===== src/rtl/sp_pack_pkg.sv =====
package sp_pack_pkg;

  localparam int FRAC_W  = 23;
  localparam int EFLD_W  = 8;
  localparam int BIAS    = 127;
  localparam int EXP_TOP = 255;
  localparam int KEEP_W  = FRAC_W + 3;

  typedef enum logic [1:0] {
    CLS_ZERO = 2'd0,
    CLS_NUM  = 2'd1,
    CLS_INF  = 2'd2,
    CLS_NAN  = 2'd3
  } valClass_e;

  typedef enum logic [1:0] {
    RND_NEAR = 2'd0,
    RND_ZERO = 2'd1,
    RND_DOWN = 2'd2,
    RND_UP   = 2'd3
  } rndMode_e;

  typedef enum logic [2:0] {
    SEL_ZERO,
    SEL_INF,
    SEL_NAN,
    SEL_MAXFIN,
    SEL_MINNORM,
    SEL_SUB,
    SEL_NORM
  } outSel_e;

  typedef struct packed {
    logic    load;
    outSel_e sel;
  } packStrobe_t;

  typedef struct packed {
    logic guardBit;
    logic roundBit;
    logic stickyBit;
    logic lsbBit;
    logic subPath;
  } preStat_t;

  typedef struct packed {
    logic minNorm;
    logic normCarry;
    logic expTooBig;
  } postStat_t;

endpackage


===== src/rtl/sp_pack_dp.sv =====
module sp_pack_dp
  import sp_pack_pkg::*;
#(
  parameter int EXP_W  = 12,
  parameter int MANT_W = 32
) (
  input  logic                    clk,
  input  logic                    rstN,
  input  packStrobe_t             strb,
  input  logic                    rndUp,
  input  logic                    inValid,
  input  valClass_e               inClass,
  input  logic                    inSign,
  input  logic signed [EXP_W-1:0] inExp,
  input  logic [MANT_W-1:0]       inMant,
  input  logic                    inSticky,
  output preStat_t                preStat,
  output postStat_t               postStat,
  output logic [31:0]             outWord
);

  localparam int PRE_SH = MANT_W - KEEP_W;
  localparam int SH_MAX = KEEP_W + 1;
  localparam int SH_W   = $clog2(SH_MAX + 1);
  localparam int BEXP_W = EXP_W + 2;
  localparam int WIDE_W = KEEP_W + SH_MAX;
  localparam int SIG_W  = FRAC_W + 1;

  logic signed [BEXP_W-1:0] biasedExp;
  logic signed [BEXP_W-1:0] deficit;
  logic signed [BEXP_W-1:0] expNext;
  logic [SH_W-1:0]          shAmt;
  logic [KEEP_W-1:0]        kept;
  logic [KEEP_W-1:0]        keptSh;
  logic [WIDE_W-1:0]        wideVec;
  logic                     lowStk;
  logic                     lostBits;
  logic                     subPath;
  logic [SIG_W-1:0]         mSig;
  logic [SIG_W:0]           rounded;
  logic [31:0]              wordNext;

  // biased exponent in a width that cannot wrap
  assign biasedExp = $signed({{2{inExp[EXP_W-1]}}, inExp}) + BEXP_W'(BIAS);
  assign deficit   = BEXP_W'(1) - biasedExp;
  assign subPath   = (biasedExp <= 0);

  assign kept = inMant[MANT_W-1 -: KEEP_W];

  generate
    if (PRE_SH > 0) begin : g_lowFold
      assign lowStk = (|inMant[PRE_SH-1:0]) | inSticky;
    end else begin : g_noLow
      assign lowStk = inSticky;
    end
  endgenerate

  // saturating denormalising shift
  always_comb begin
    if (!subPath) begin
      shAmt = '0;
    end else if (deficit >= SH_MAX) begin
      shAmt = SH_W'(SH_MAX);
    end else begin
      shAmt = SH_W'(deficit);
    end
  end

  assign wideVec  = {kept, {SH_MAX{1'b0}}} >> shAmt;
  assign keptSh   = wideVec[WIDE_W-1 -: KEEP_W];
  assign lostBits = |wideVec[SH_MAX-1:0];
  assign mSig     = keptSh[KEEP_W-1:2];

  assign preStat.guardBit  = keptSh[1];
  assign preStat.roundBit  = keptSh[0];
  assign preStat.stickyBit = lostBits | lowStk;
  assign preStat.lsbBit    = mSig[0];
  assign preStat.subPath   = subPath;

  // increment stage
  assign rounded = {1'b0, mSig} + (SIG_W + 1)'(rndUp);
  assign expNext = biasedExp + BEXP_W'(rounded[SIG_W]);

  assign postStat.normCarry = rounded[SIG_W];
  assign postStat.minNorm   = subPath & rounded[FRAC_W];
  assign postStat.expTooBig = !subPath && (expNext >= EXP_TOP);

  always_comb begin
    unique case (strb.sel)
      SEL_ZERO:    wordNext = {inSign, 31'd0};
      SEL_INF:     wordNext = {inSign, {EFLD_W{1'b1}}, {FRAC_W{1'b0}}};
      SEL_NAN:     wordNext = {inSign, {EFLD_W{1'b1}}, 1'b1, inMant[MANT_W-3 -: FRAC_W-1]};
      SEL_MAXFIN:  wordNext = {inSign, EFLD_W'(EXP_TOP - 1), {FRAC_W{1'b1}}};
      SEL_MINNORM: wordNext = {inSign, EFLD_W'(1), {FRAC_W{1'b0}}};
      SEL_SUB:     wordNext = {inSign, {EFLD_W{1'b0}}, rounded[FRAC_W-1:0]};
      SEL_NORM:    wordNext = {inSign, expNext[EFLD_W-1:0], rounded[FRAC_W-1:0]};
      default:     wordNext = '0;
    endcase
  end

  always_ff @(posedge clk) begin
    if (!rstN) begin
      outWord <= '0;
    end else if (strb.load) begin
      outWord <= wordNext;
    end
  end

  p_zero_mag_r1: assert property (@(posedge clk) disable iff (!rstN)
    inValid && inClass == CLS_ZERO |=> outWord[30:0] == 31'd0);

  p_nan_quiet_r3: assert property (@(posedge clk) disable iff (!rstN)
    inValid && inClass == CLS_NAN |=> outWord[30:22] == 9'h1FF);

  p_word_hold_r11: assert property (@(posedge clk) disable iff (!rstN)
    !inValid |=> $stable(outWord));

endmodule


===== src/rtl/sp_pack_ctrl.sv =====
module sp_pack_ctrl
  import sp_pack_pkg::*;
(
  input  logic        clk,
  input  logic        rstN,
  input  logic        inValid,
  input  valClass_e   inClass,
  input  logic        inSign,
  input  rndMode_e    rndMode,
  input  preStat_t    preStat,
  input  postStat_t   postStat,
  output logic        rndUp,
  output packStrobe_t strb,
  output logic        outValid,
  output logic        flagInexact,
  output logic        flagUnderflow,
  output logic        flagOverflow,
  output logic        flagOpErr
);

  logic lossAny;
  logic toInf;
  logic isNum;
  logic ovfNow;

  assign lossAny = preStat.guardBit | preStat.roundBit | preStat.stickyBit;
  assign isNum   = (inClass == CLS_NUM);
  assign ovfNow  = isNum & postStat.expTooBig;

  always_comb begin
    unique case (rndMode)
      RND_NEAR: rndUp = preStat.guardBit &
                        (preStat.roundBit | preStat.stickyBit | preStat.lsbBit);
      RND_ZERO: rndUp = 1'b0;
      RND_DOWN: rndUp = inSign & lossAny;
      RND_UP:   rndUp = !inSign & lossAny;
      default:  rndUp = 1'b0;
    endcase
  end

  always_comb begin
    unique case (rndMode)
      RND_NEAR: toInf = 1'b1;
      RND_ZERO: toInf = 1'b0;
      RND_DOWN: toInf = inSign;
      RND_UP:   toInf = !inSign;
      default:  toInf = 1'b1;
    endcase
  end

  always_comb begin
    strb.load = inValid;
    unique case (inClass)
      CLS_ZERO: strb.sel = SEL_ZERO;
      CLS_INF:  strb.sel = SEL_INF;
      CLS_NAN:  strb.sel = SEL_NAN;
      default: begin
        if (preStat.subPath) begin
          strb.sel = postStat.minNorm ? SEL_MINNORM : SEL_SUB;
        end else if (postStat.expTooBig) begin
          strb.sel = toInf ? SEL_INF : SEL_MAXFIN;
        end else begin
          strb.sel = SEL_NORM;
        end
      end
    endcase
  end

  always_ff @(posedge clk) begin
    if (!rstN) begin
      outValid      <= 1'b0;
      flagInexact   <= 1'b0;
      flagUnderflow <= 1'b0;
      flagOverflow  <= 1'b0;
      flagOpErr     <= 1'b0;
    end else begin
      outValid <= inValid;
      if (inValid) begin
        flagInexact   <= isNum & (lossAny | ovfNow);
        flagUnderflow <= isNum & preStat.subPath;
        flagOverflow  <= ovfNow;
        flagOpErr     <= ovfNow;
      end
    end
  end

  p_valid_rise_r11: assert property (@(posedge clk) disable iff (!rstN)
    inValid |=> outValid);

  p_valid_low_r11: assert property (@(posedge clk) disable iff (!rstN)
    !inValid |=> !outValid);

  p_ovf_set_r10: assert property (@(posedge clk) disable iff (!rstN)
    flagOverflow |-> flagInexact && flagOpErr && !flagUnderflow);

  p_inf_clean_r2: assert property (@(posedge clk) disable iff (!rstN)
    inValid && inClass == CLS_INF |=> !flagInexact && !flagUnderflow && !flagOverflow);

  p_unf_num_r7: assert property (@(posedge clk) disable iff (!rstN)
    inValid && !isNum |=> !flagUnderflow && !flagOpErr);

endmodule


===== src/rtl/sp_packer.sv =====
module sp_packer
  import sp_pack_pkg::*;
#(
  parameter int EXP_W  = 12,
  parameter int MANT_W = 32
) (
  input  logic              clk,
  input  logic              rstN,
  input  logic              inValid,
  input  logic [1:0]        inClass,
  input  logic              inSign,
  input  logic [EXP_W-1:0]  inExp,
  input  logic [MANT_W-1:0] inMant,
  input  logic              inSticky,
  input  logic [1:0]        rndMode,
  output logic              outValid,
  output logic [31:0]       outWord,
  output logic              flagInexact,
  output logic              flagUnderflow,
  output logic              flagOverflow,
  output logic              flagOpErr
);

  valClass_e   clsE;
  rndMode_e    modeE;
  packStrobe_t strb;
  preStat_t    preStat;
  postStat_t   postStat;
  logic        rndUp;

  assign clsE  = valClass_e'(inClass);
  assign modeE = rndMode_e'(rndMode);

  sp_pack_ctrl u_ctrl (
    .clk          (clk),
    .rstN         (rstN),
    .inValid      (inValid),
    .inClass      (clsE),
    .inSign       (inSign),
    .rndMode      (modeE),
    .preStat      (preStat),
    .postStat     (postStat),
    .rndUp        (rndUp),
    .strb         (strb),
    .outValid     (outValid),
    .flagInexact  (flagInexact),
    .flagUnderflow(flagUnderflow),
    .flagOverflow (flagOverflow),
    .flagOpErr    (flagOpErr)
  );

  sp_pack_dp #(
    .EXP_W (EXP_W),
    .MANT_W(MANT_W)
  ) u_dp (
    .clk     (clk),
    .rstN    (rstN),
    .strb    (strb),
    .rndUp   (rndUp),
    .inValid (inValid),
    .inClass (clsE),
    .inSign  (inSign),
    .inExp   ($signed(inExp)),
    .inMant  (inMant),
    .inSticky(inSticky),
    .preStat (preStat),
    .postStat(postStat),
    .outWord (outWord)
  );

endmodule


===== config.mk =====
export PLATFORM = sky130hd
export DESIGN_NAME = sp_packer
export DESIGN_NICKNAME = d
export VERILOG_FILES = /design/src/rtl/sp_pack_pkg.sv /design/src/rtl/sp_pack_dp.sv /design/src/rtl/sp_pack_ctrl.sv /design/src/rtl/sp_packer.sv
export SDC_FILE = /design/constraint.sdc
export NUM_CORES = 1
export LEC_CHECK = 0
export BUFFER_PORTS_ARGS = -buffer_cell sky130_fd_sc_hd__buf_4
export CORE_MARGIN = 2
export CORE_UTILIZATION = 30
export CTS_CLUSTER_SIZE = 10
export DETAILED_ROUTE_END_ITERATION = 12
export PLACE_DENSITY = 0.57
export SETUP_SLACK_MARGIN = 0.15
export SLEW_MARGIN = 20
export SYNTH_ARGS = -nofsm -noshare
export SYNTH_HDL_FRONTEND = slang
export SYNTH_SLANG_ARGS = --single-unit
export TNS_END_PERCENT = 5

===== constraint.sdc =====
create_clock -name clk -period 11.9 [get_ports clk]
set_clock_uncertainty 0.15 [all_clocks]
set_input_delay 0 -clock clk [delete_from_list [all_inputs] [get_ports clk]]
set_output_delay 0 -clock clk [all_outputs]
set_load 0.01 [all_outputs]

* Word level (Yosys, flattened, before mapping)
Cells that the tools add are included.
Word-level totals: bits of input ports 53, flip-flop bits (word level) 36
Cells by class: mux-type cells 10, reduce and logical (&&, ||, !) cells 8, bitwise operators 14, shifts and indexed selects 1, equality and inequality tests 12, $add $sub $neg 4, order comparisons 3
Operator list (count):
- 32-bit one-hot mux with 7 select lines | 1
- 53-bit by 5-bit right shift with 53-bit output | 1
- 27-bit OR reduction | 1
- 24-bit by 1-bit adder with 25-bit output | 1
- 14-bit by 1-bit adder with 14-bit output | 1
- 14-bit by 6-bit greater-or-equal comparator with 1-bit output (second input constant) | 1
- 14-bit by 9-bit greater-or-equal comparator with 1-bit output (second input constant) | 1
- 2-bit by 13-bit subtractor with 14-bit output (first input constant) | 1
- 12-bit by 8-bit adder with 13-bit output (second input constant) | 1
- 13-bit by 1-bit less-or-equal comparator with 1-bit output (second input constant) | 1
- 5-bit two-way mux | 2
- 3-bit == test (second input constant) | 3
- 3-bit one-hot mux with 3 select lines | 1
- 2-bit == test (second input constant) | 4
- 1-bit one-hot mux with 4 select lines | 2
- 1-bit bitwise AND | 7
- 1-bit OR | 7
- 3-bit by 2-bit == test with 1-bit output (second input constant) | 2
- 3-bit two-way mux | 2
- 6-bit OR reduction | 1
- 2-bit by 1-bit == test with 1-bit output (second input constant) | 2
- 2-bit zero test | 2
- 3-bit by 1-bit == test with 1-bit output (second input constant) | 1
- 3-bit zero test | 1
- 4 further kinds | 5

* Depth between registers and ports, before layout
Gate-level depths: netlist of run 1.
depth after elaboration 21, depth in mapped cells 48, depth with buffers taken out 40

* Hierarchy
Synthesis of run 1 repeated with hierarchy kept, for this count alone.
Unflattened totals: cell total of the unflattened synthesis 796, area, all modules 5496.5 um2
By module, submodules not included:
- sp_pack_dp | area an instance 5243.8 um2, sequential area each 640.6 um2, cells each 764, instances 1
- sp_pack_ctrl | area an instance 252.7 um2, sequential area each 80.1 um2, cells each 32, instances 1

* Worst setup path before layout of run 1
Ideal clock, no wire load.
path kind in2reg, start point in inExp[0], end point reg u_dp.outWord[9], setup slack 2228 ps, data required time 11606 ps, cell stages on the path 44, path buffers 6, data arrival time 9379 ps, cells stage by stage buf_2 > buf_1 > clkinv_1 > ha_1 > buf_2 > nor2b_1 > nor2_1 > ha_1 > inv_1 > o41a_4 > and3_1 > o311a_1 > a31o_2 > a21oi_1 > buf_2 > mux2i_4 > o21ai_2 > mux2i_1 > (+8 left out) > or4b_1 > buf_2 > nand4bb_1 > nor4_1 > ha_1 > nor2b_1 > mux2i_1 > xnor2_1 > nand3_1 > nor3_1 > nor3_1 > nor2_1 > or2_2 > nand2b_1 > o32ai_1 > a211oi_2 > buf_2 > o221ai_1
On the way: longest elaborated chain between the ends 21, elaborated cells between the ends (all ways) 35, those cells by class add/sub: 4; order compare: 3; eq/ne: 6; shift: 1; mux: 8; bitwise: 9; reduce/logical: 4
Ends and longest elaborated chain:
- start, declared | RTL line sp_packer.sv:12 | input logic [EXP_W-1:0] inExp,
- 12-bit by 8-bit adder with 13-bit output (*) | RTL line sp_pack_dp.sv:44 | assign biasedExp = $signed({{2{inExp[EXP_W-1]}}, inExp}) + BEXP_W'(BIAS);
- 2-bit by 13-bit subtractor with 14-bit output | RTL line sp_pack_dp.sv:45 | assign deficit = BEXP_W'(1) - biasedExp;
- 14-bit by 6-bit greater-or-equal comparator with 1-bit output | RTL line sp_pack_dp.sv:62 | end else if (deficit >= SH_MAX) begin
- 5-bit two-way mux | RTL line sp_pack_dp.sv:62
- 5-bit two-way mux | RTL line sp_pack_dp.sv:60 | if (!subPath) begin
- 53-bit by 5-bit right shift with 53-bit output | RTL line sp_pack_dp.sv:69 | assign wideVec = {kept, {SH_MAX{1'b0}}} >> shAmt;
- 27-bit OR reduction | RTL line sp_pack_dp.sv:71 | assign lostBits = |wideVec[SH_MAX-1:0];
- 1-bit OR | RTL line sp_pack_dp.sv:76 | assign preStat.stickyBit = lostBits | lowStk;
- (+5 left out)
- 14-bit by 1-bit adder with 14-bit output | RTL line sp_pack_dp.sv:82 | assign expNext = biasedExp + BEXP_W'(rounded[SIG_W]);
- 14-bit by 9-bit greater-or-equal comparator with 1-bit output | RTL line sp_pack_dp.sv:86 | assign postStat.expTooBig = !subPath && (expNext >= EXP_TOP);
- 1-bit logical AND | RTL line sp_pack_dp.sv:86
- 3-bit two-way mux | RTL line sp_pack_ctrl.sv:60 | end else if (postStat.expTooBig) begin
- 3-bit two-way mux | RTL line sp_pack_ctrl.sv:58 | if (preStat.subPath) begin
- 3-bit one-hot mux with 3 select lines | RTL line sp_pack_ctrl.sv:53 | unique case (inClass)
- 3-bit == test, or another cell as far along | RTL line sp_pack_dp.sv:89 | unique case (strb.sel)
- 32-bit one-hot mux with 7 select lines (*) | RTL line sp_pack_dp.sv:89
- end signal, assigned | RTL line sp_pack_dp.sv:105 | outWord <= wordNext;
- end, declared | RTL line sp_pack_dp.sv:19 | output logic [31:0] outWord
Mark *: on every way between the ends. The rest lies on a longest branch, timed or not. A chain may end at the register's enable or synchronous reset.

* Final worst setup path of run 1
start point in inExp[0], end point reg u_dp.outWord[14]
Same word-level chain as after synthesis.

==> run metrics, run 1 <==
Final Core Density=0.378; most used flip-flop cell after synthesis=dfxtp_1; clock power share=0.252; Port Buf Inserts=89; postcts setup bufs=0; Hold Vio Cnt, Final=0; num rows=48; most used cell, CP=ha_1; pwr/cell area=82.5 nW/um2; initial antenna violation count=0; combinational family with the most area after synthesis=simple AND/OR/NAND/NOR gates; Cells after DPL=973; Post-DRT Antenna Nets=0; htree depth=2; f_max=93.1 MHz; vias in the first global route=5474; DR iter-0 viols=506; YS warnings=0; P_int=0.000317 W; async set or reset register ratio after synthesis=0; DIE AREA=18300 um2; total number of vias=5811; DR DRC count=0; worst path buffer plus inverter count=6; top cells by area, synth=dfxtp_1, mux2i_1, nand2_1; CP max-delay cell=or4b_1; CP max stage delay=740 ps; Routed WL per cell=18.4 um; Tmin final=10750 ps; clock-pin slew on the worst setup and hold paths=60 ps; Worst-Margin Slew=1050 ps; Die H=135 um; Yosys reg bits=36; Fin Setup TNS=0 ps; Core ar.=17100 um2; diodes inserted=0; area grow syn2layout=24.6%; CP Launch Type=input pin; Post-Synth XOR/XNOR Area=0.0692; Largest delay share family, worst path=simple AND/OR/NAND/NOR gates; cell taking the most area after synthesis=dfxtp_1; pin count of the biggest net entering global routing=27; CP Data Required Time=11940 ps; logic gate share of total power=0.494; VDD IR max=0.0000647 V; Mapped Cells=693; CP Class=in -> reg; Syn Std Cell Area=5170 um2; layout net count=847; wirelength, routed=18.6 mm; final worst path period share=0.903; Seq/Total Area, Yosys=0.139; Post-Syn Nets=755; I/O Pins=90; Max-slew headroom=0.300; CTS max path bufs=2; top-area cell type share of the netlist area=0.139; fillers=1826; CTS tree=done; Sequential Power Share=0.254; post-synthesis compound-gate area fraction=0.277; Starting Density=0.303; Post-synth EDFFs=0; CP arrival=10790 ps; max_cap viols=0; Max Slew Vio Count=0; Clock Latency Late Sink=280 ps; via-per-instance ratio=5.75; simple-gate share of the synthesized area=0.306; HP Class=in -> reg; CP Max Fanout=21; Psw=0.000215 W; sw frac=0.404; Syn Area/Cell=7.46 um2; status=complete, no violations; 1st-pass router iterations=5; mux share of post-synthesis cell area=0.129; gr ovfl total=0; gpl congestion=0.982; Final setup viols=0; Pleak=2.55 nW; ratio of cells with drive above 1 in the final layout=0.211; GR Util All Layers=0.198; first-pass GRT wire length=29.4 mm; post-DP HPWL=14.0 mm; Post-Synth Adder-Cell Area=0.0218; CP Capture Type=flip-flop; post-route insts no fill=1011; Clock Sinks=36; unrepaired setup endpoints after global routing=false; total clock buffers created by CTS=5; clock root buffer master=clkbuf_16; Netlist cell types=94; worst hold margin=83.1 ps; Die W=135 um; PostCTS Resize Cnt=0
-- layout by cell type (no fill, tap or decap), drive strengths merged, types with 22 or more instances in the layout --
cell,instances
dfxtp,36
buf,103
nor3,29
o21ai,24
xnor2,27
mux2i,54
a21oi,33
nand2,82
nor2,75
nand3,33
dlygate4sd3,29
o221ai,22
-- path summary, 6_finish.rpt --
| kind | from | endpoint | slack [ps] | cells past startpoint |
|---|---|---|---|---|
| setup / recovery | inExp[0] | u_dp.outWord[14]$_SDFFE_PN0P_ | 1150 | 41 |
| hold / removal | inClass[0] | u_dp.outWord[22]$_SDFFE_PN0P_ | 80 | 4 |
| setup reg to reg | u_dp.outWord[31]$_SDFFE_PN0P_ | u_dp.outWord[31]$_SDFFE_PN0P_ | 10060 | 4 |
| hold reg to reg | u_dp.outWord[9]$_SDFFE_PN0P_ | u_dp.outWord[9]$_SDFFE_PN0P_ | 320 | 2 |
-- synth_stat cells (all sizes together), types with 13 or more instances --
library cell and n:
nand2 82, nand4 17, nor3 29, o21ai 24, clkbuf 24, a21oi 33, o221ai 22, mux2i 54
nand3 33, xnor2 27, dfxtp 36, nor2 75, buf 24, nor2b 13, xor2 13
-- power by group through the flow --
stage	logic, W	registers (W)	clock network (W)
floorplan	0.000164	0.000141	0
global placement	0.000250	0.000138	0
detailed placement	0.000249	0.000137	0
CTS	0.000258	0.000135	0.000137
global route	0.000284	0.000136	0.000144
finish	0.000263	0.000135	0.000134
-- worst register-to-register path, delay by kind of cell (launching register included) --
family	cells	cell delay [ps]
simple gates	1	40
flops	1	310
buf+inv	2	1110
mux	1	110
-- state kept, by name, indices dropped and copies added, names as in the netlist --
| register | flops |
|---|---|
| u_ctrl.flagInexact | 1 |
| u_ctrl.flagOverflow | 1 |
| u_ctrl.flagUnderflow | 1 |
| u_ctrl.outValid | 1 |
| u_dp.outWord | 32 |
-- per-stage QoR --
| step | area, um2 | total power [W] | worst slack [ps] |
|---|---|---|---|
| 3_5_place_dp | 5990 | 0.000386 | 691 |
| 2_1_floorplan | 5170 | 0.000305 | 2230 |
| 6_report | 6440 | 0.000532 | 1150 |
| 5_1_grt | 6440 | 0.000564 | 198 |
| 3_3_place_gp | 5990 | 0.000388 | 1080 |
| 4_1_cts | 6430 | 0.000529 | 976 |
-- kinds of logic (layout without fill, tap and decap cells) --
family	count (synthesis)	count (layout)
simple gates	304	304
compound gates	179	180
mux	64	64
buf+inv	61	153
xor+xnor	40	40
flops	36	36
fa+ha+maj	9	9
-- repair_timing --
| item | in CTS | in global routing |
|---|---|---|
| endpoints found under the hold margin | 35 | 0 |
| hold buffers | 29 | 0 |
| setup endpoints to repair | 0 | 21 |
-- per-layer routing --
layer	vias up	part of all wire	global-route usage
met5	-	0	0
met3	54	0.056	0.0307
met1	2749	0.46	0.276
met2	214	0.44	0.307
li1	2794	-	-
met4	0	0.041	0.0775
-- final cells by class --
cell class                      count  area, um2  share of cell area
Multi-Input combinational cell    597       4180               0.649
Timing Repair Buffer              132       1060               0.165
Sequential cell                    36        721               0.112
Tap cell                          225        282              0.0437
Clock buffer                        6        139              0.0216
Inverter                           13       48.8             0.00757
Clock inverter                      2       10.0             0.00155
Note: power is estimated with default switching activity, not from simulation.
==> run 2: changes to the inputs <==
--- a/config.mk
+++ b/config.mk
@@ -10,7 +10,6 @@
 export CORE_UTILIZATION = 30
 export CTS_CLUSTER_SIZE = 10
 export DETAILED_ROUTE_END_ITERATION = 12
-export PLACE_DENSITY = 0.57
 export SETUP_SLACK_MARGIN = 0.15
 export SLEW_MARGIN = 20
 export SYNTH_ARGS = -nofsm -noshare
==> constraint.sdc (replaced) <==
create_clock -name clk -period 13.6 [get_ports clk]
set_clock_uncertainty 0.15 [all_clocks]
set_input_delay 0.68 -clock clk [delete_from_list [all_inputs] [get_ports clk]]
set_output_delay 0.68 -clock clk [all_outputs]
set_load 0.01 [all_outputs]
==> run 2 against run 1 <==
Net effect:
- sequential cell count did not move
- die area did not move
- sequential share of layout area rose by 0.65 points
- cell area fell by 5.5%
- register-to-register slack improved by 2700 ps
- worst hold slack improved by 230 ps
- combinational power fell by 16%
- non-clock buffer count fell by 35
- clock power fell by 13%
- sequential power fell by 13%
- global-route usage fell by 0.28 points
- utilization fell by 2.1 points
==> run metrics, run 2 (synthesis gave the netlist of run 1 again) <==
status=complete, no violations (unchanged); layout net count=811 (was 847); postcts setup bufs=0 (unchanged); Pwr Total=0.000455 W (was 0.000532 W); VDD IR max=0.0000433 V (was 0.0000647 V); unrepaired setup endpoints after global routing=false (unchanged); PostCTS Resize Cnt=0 (unchanged); Port Buf Inserts=89 (unchanged); P_int=0.000271 W (was 0.000317 W); Pleak=2.39 nW (was 2.55 nW); CP max-delay cell=or4b_1 (unchanged); sw frac=0.403 (was 0.404); CP Data Required Time=13630 ps (was 11940 ps); CP Launch Type=input pin (unchanged); clock root buffer master=clkbuf_16 (unchanged); f_max=85.6 MHz; most frequent cells in the layout=buf_4, nand2_1, nor2_1 (unchanged); most used cell, CP=ha_1 (unchanged); area grow syn2layout=17.7% (was 24.6%); commonest non-fill, non-tap cell in the layout=buf_4 (unchanged); DR DRC count=0 (unchanged); Die W=135 um (unchanged); vias in the first global route=5390 (was 5474); total clock buffers created by CTS=5 (unchanged); CTS tree=done (unchanged); Starting Density=0.303 (unchanged); Worst-Margin Slew=1070 ps (was 1050 ps); clock-pin slew on the worst setup and hold paths=50 ps (was 60 ps); Routed WL per cell=18.5 um (was 18.4 um); Top reg by flops=u_dp.outWord (unchanged); Clock Latency Late Sink=280 ps (about the same); max FFs per register=32 (unchanged); 1st-pass router iterations=5 (unchanged); clock power share=0.255 (was 0.252); Final setup viols=0 (unchanged); first-pass GRT wire length=28.8 mm (was 29.4 mm); CP Class=in -> reg (unchanged); post-DP HPWL=13.7 mm (was 14.0 mm); Max-slew headroom=0.282 (was 0.300); dpl ws=1750 ps (was 691 ps); logic gate share of total power=0.485 (was 0.494); CP Capture Type=flip-flop (unchanged); num rows=48 (unchanged); CTS max path bufs=2 (unchanged); DR iter-0 viols=557 (was 506); initial antenna violation count=0 (unchanged); I/O Pins=90 (unchanged); CP arrival=11720 ps (was 10790 ps); CP Max Fanout=37 (was 21); htree depth=2 (unchanged); DIE AREA=18300 um2 (unchanged); fillers=1855 (was 1826); Clock Sinks=36 (unchanged); Setup crit start=inExp[0] (unchanged); Post-DRT Antenna Nets=0 (unchanged); CTS Hold Bufs=0 (was 29); wirelength, routed=18.1 mm (was 18.6 mm); total number of vias=5720 (was 5811); CP max stage delay=730 ps (was 740 ps); Die H=135 um (unchanged); diodes inserted=0 (unchanged); GR Util All Layers=0.196 (was 0.198); Hold Startpoint=u_dp.outWord[8]$_SDFFE_PN0P_ (was inClass[0]); Max Slew Vio Count=0 (unchanged); via-per-instance ratio=5.87 (was 5.75); ratio of cells with drive above 1 in the final layout=0.209 (was 0.211); final worst path period share=0.859; Fin Setup TNS=0 ps (unchanged); Core ar.=17100 um2 (unchanged); Sequential Power Share=0.260 (was 0.254); Hold Vio Cnt, Final=0 (unchanged); setup slack after layout=1910 ps (was 1150 ps); gpl congestion=0.933 (was 0.982); pin count of the biggest net entering global routing=38 (was 27); pwr/cell area=74.7 nW/um2 (was 82.5 nW/um2); max_cap viols=0 (unchanged); gr ovfl total=0 (unchanged); worst r2r src=u_ctrl.flagInexact$_SDFFE_PN0P_ (was u_dp.outWord[31]$_SDFFE_PN0P_); Tmin final=11690 ps; Psw=0.000183 W (was 0.000215 W); HP Class=reg -> reg (was in -> reg)
-- run 2: worst paths after layout --
kind,end,slack (ps),cells after the start
max reg2reg,u_ctrl.flagInexact$_SDFFE_PN0P_,12760,2
max,u_dp.outWord[10]$_SDFFE_PN0P_,1910,39
min reg2reg,u_dp.outWord[8]$_SDFFE_PN0P_,320,2
min,u_dp.outWord[8]$_SDFFE_PN0P_,320,2
-- run 2: area by class of cell --
cell class                 instances  area (um2)  area share
multi-input combinational        596        4160       0.684
timing repair buffer              97         728       0.120
sequential                        36         721       0.118
tap                              225         282      0.0462
clock buffer                       8         146      0.0240
inverter                          13        48.8     0.00801
-- run 2: power groups by stage --
stage	clock network, W	logic (W)	registers [W]
after floorplan	0	0.000144	0.000123
after global placement	0	0.000217	0.000121
after detailed placement	0	0.000216	0.000120
after CTS	0.000119	0.000217	0.000118
after global routing	0.000123	0.000239	0.000119
final	0.000116	0.000221	0.000118
-- run 2: stage by stage --
stage,hold WS (ps),cell area [um2],std cells,util
finish,316,6090,975,0.357
global route,343,6090,975,0.357
CTS,321,6090,975,0.357
detailed placement,298,5940,967,0.348
global placement,306,5940,967,0.348
floorplan,348,5170,693,-
-- run 2: critical path: cells and delay by family --
kind / cells / cell delay, ps
AOI/OAI and AO/OA: 8 / 2700
xor gates and xnor gates: 1 / 170
adders and majority gates: 5 / 1600
buffers and inverters: 4 / 1170
muxes: 4 / 980
and+or+nand+nor: 17 / 4390
-- run 2: per-layer routing --
layer,track usage,vias up,share of wire,wire [um]
li1,-,2732,-,-
met1,0.267,2691,0.45,8150
met2,0.318,262,0.45,8150
met3,0.0322,35,0.072,1310
met4,0.0567,0,0.026,474
met5,0,-,0,0
==> run 3: changes to the inputs <==
--- a/config.mk
+++ b/config.mk
@@ -6,10 +6,13 @@
 export NUM_CORES = 1
 export LEC_CHECK = 0
 export BUFFER_PORTS_ARGS = -buffer_cell sky130_fd_sc_hd__buf_4
+export CELL_PAD_IN_SITES_DETAIL_PLACEMENT = 0
+export CELL_PAD_IN_SITES_GLOBAL_PLACEMENT = 2
 export CORE_MARGIN = 2
 export CORE_UTILIZATION = 30
 export CTS_CLUSTER_SIZE = 10
 export DETAILED_ROUTE_END_ITERATION = 12
+export PLACE_DENSITY_LB_ADDON = 0.1
 export SETUP_SLACK_MARGIN = 0.15
 export SLEW_MARGIN = 20
 export SYNTH_ARGS = -nofsm -noshare
==> constraint.sdc (replaced) <==
create_clock -name clk -period 14.75 [get_ports clk]
set_clock_uncertainty 0.15 [all_clocks]
set_input_delay 0.7375 -clock clk [delete_from_list [all_inputs] [get_ports clk]]
set_output_delay 0.7375 -clock clk [all_outputs]
set_load 0.01 [all_outputs]
==> run 3 against run 2 <==
Net effect:
- critical path depth shrank 1
- sequential share of layout area is essentially flat
- routed wire length grew 12%
- first-iteration DRC count shrank 24%
- combinational power shrank 6%
- register-to-register slack gained 1200 ps
- worst setup slack gained 630 ps
- utilization is essentially flat
- count of clock-buffer cells in the layout shrank 2
- global-route usage grew 1.9 points
- total power shrank 8.3%
- worst hold slack is essentially flat
- critical path type unchanged
==> run metrics, run 3 (synthesis gave the netlist of run 1 again) <==
Die H=135 um (unchanged); num rows=48 (unchanged); Port Buf Inserts=89 (unchanged); Worst-Margin Slew=1090 ps (was 1070 ps); f_max=82.0 MHz; CP Class=in -> reg (unchanged); final worst path period share=0.827; CP max-delay cell=or4b_1 (unchanged); max_cap viols=0 (unchanged); gpl congestion=0.875 (was 0.933); HP Class=reg -> reg (unchanged); CP arrival=12230 ps (was 11720 ps); CTS Hold Bufs=0 (unchanged); total clock buffers created by CTS=5 (unchanged); Fin Setup TNS=0 ps (unchanged); diodes inserted=0 (unchanged); DIE AREA=18300 um2 (unchanged); Final Cell Area=6080 um2 (was 6090 um2); gr ovfl total=0 (unchanged); most used cell, CP=ha_1 (unchanged); Die W=135 um (unchanged); DR iter-0 viols=424 (was 557); VDD IR max=0.0000461 V (was 0.0000433 V); Tmin final=12200 ps; Post-DRT Antenna Nets=0 (unchanged); Pleak=2.39 nW (about the same); pwr/cell area=68.5 nW/um2 (was 74.7 nW/um2); CP Launch Type=input pin (unchanged); Hold Vio Cnt, Final=0 (unchanged); postcts setup bufs=0 (unchanged); setup slack after layout=2550 ps (was 1910 ps); area grow syn2layout=17.6% (was 17.7%); CP max stage delay=730 ps (about the same); dpl ws=2300 ps (was 1750 ps); CP Capture Type=flip-flop (unchanged); layout net count=812 (was 811); I/O Pins=90 (unchanged); status=complete, no violations (unchanged); commonest non-fill, non-tap cell in the layout=buf_4 (unchanged); placed cell areas=5950 um2 (was 5940 um2); wirelength, routed=20.2 mm (was 18.1 mm); first-pass GRT wire length=30.7 mm (was 28.8 mm); max FFs per register=32 (unchanged); Core ar.=17100 um2 (unchanged); R2R Setup Slk=13910 ps (was 12760 ps); clock-pin slew on the worst setup and hold paths=60 ps (was 50 ps); Starting Density=0.303 (unchanged); CP Data Required Time=14780 ps (was 13630 ps); ratio of cells with drive above 1 in the final layout=0.211 (was 0.209); CTS tree=done (unchanged); clock root buffer master=clkbuf_16 (unchanged); Max Slew Vio Count=0 (unchanged); Top reg by flops=u_dp.outWord (unchanged); initial antenna violation count=0 (unchanged); total number of vias=5692 (was 5720); vias in the first global route=5419 (was 5390); most frequent cells in the layout=buf_4, nand2_1, nor2_1 (unchanged); 1st-pass router iterations=5 (unchanged); CP Max Fanout=27 (was 37); Max-slew headroom=0.275 (was 0.282); post-DP HPWL=15.9 mm (was 13.7 mm); fillers=1859 (was 1855); htree depth=2 (unchanged); pin count of the biggest net entering global routing=38 (unchanged); PostCTS Resize Cnt=0 (unchanged); Clock Latency Late Sink=280 ps (about the same); Clock Sinks=36 (unchanged); Final setup viols=0 (unchanged); GR Util All Layers=0.214 (was 0.196); CTS max path bufs=2 (unchanged); Routed WL per cell=20.7 um (was 18.5 um); unrepaired setup endpoints after global routing=false (unchanged); via-per-instance ratio=5.84 (was 5.87); DR DRC count=0 (unchanged)
==> run 3: area by class of cell <==
| cell class | instances | area (um2) | share of cell area |
|---|---|---|---|
| well taps | 225 | 282 | 0.0463 |
| flip-flops and latches | 36 | 721 | 0.118 |
| clock buffers | 6 | 129 | 0.0212 |
| inverters | 13 | 48.8 | 0.00802 |
| clock inverters | 1 | 5.00 | 0.000823 |
| repair buffers | 98 | 736 | 0.121 |
| multi-input cells | 596 | 4160 | 0.684 |
==> run 3: routing by layer <==
metal,wire [um],share of wire,GRT usage
met2,10100,0.50,0.392
met4,746,0.037,0.0752
met5,0,0,0
met1,8390,0.42,0.254
met3,896,0.044,0.0325
==> run 3: where the power goes <==
group          leakage, nW  switching, W  internal (W)
registers            0.296    0.00000396      0.000105
logic                 2.03      0.000130     0.0000780
clock network       0.0667     0.0000390     0.0000614
total                 2.39      0.000173      0.000244
==> run 3: worst max-delay path, delay by kind of cell <==
| family | cells | cell delay (ps) |
|---|---|---|
| mux | 2 | 890 |
| compound gates | 8 | 2780 |
| fa+ha+maj | 5 | 1610 |
| buf+inv | 3 | 750 |
| xor+xnor | 1 | 160 |
| simple gates | 19 | 5280 |
==> run 3: worst paths after layout <==
check,depth (start not counted),endpoint,startpoint
worst max-delay path,38,u_dp.outWord[13]$_SDFFE_PN0P_,inExp[0]
worst min-delay path,2,u_dp.outWord[8]$_SDFFE_PN0P_,u_dp.outWord[8]$_SDFFE_PN0P_
worst max register to register,2,u_ctrl.flagInexact$_SDFFE_PN0P_,u_ctrl.flagInexact$_SDFFE_PN0P_
worst min register to register,2,u_dp.outWord[8]$_SDFFE_PN0P_,u_dp.outWord[8]$_SDFFE_PN0P_
==> run 3: metrics by stage <==
stage | util | cells | hold WS [ps] | power [W]
detailed placement | 0.349 | 968 | 298 | 0.000317
global placement | 0.349 | 968 | 300 | 0.000318
global route | 0.357 | 975 | 320 | 0.000441
CTS | 0.357 | 975 | 313 | 0.000419
floorplan | - | 693 | 348 | 0.000246
finish | 0.357 | 975 | 316 | 0.000417
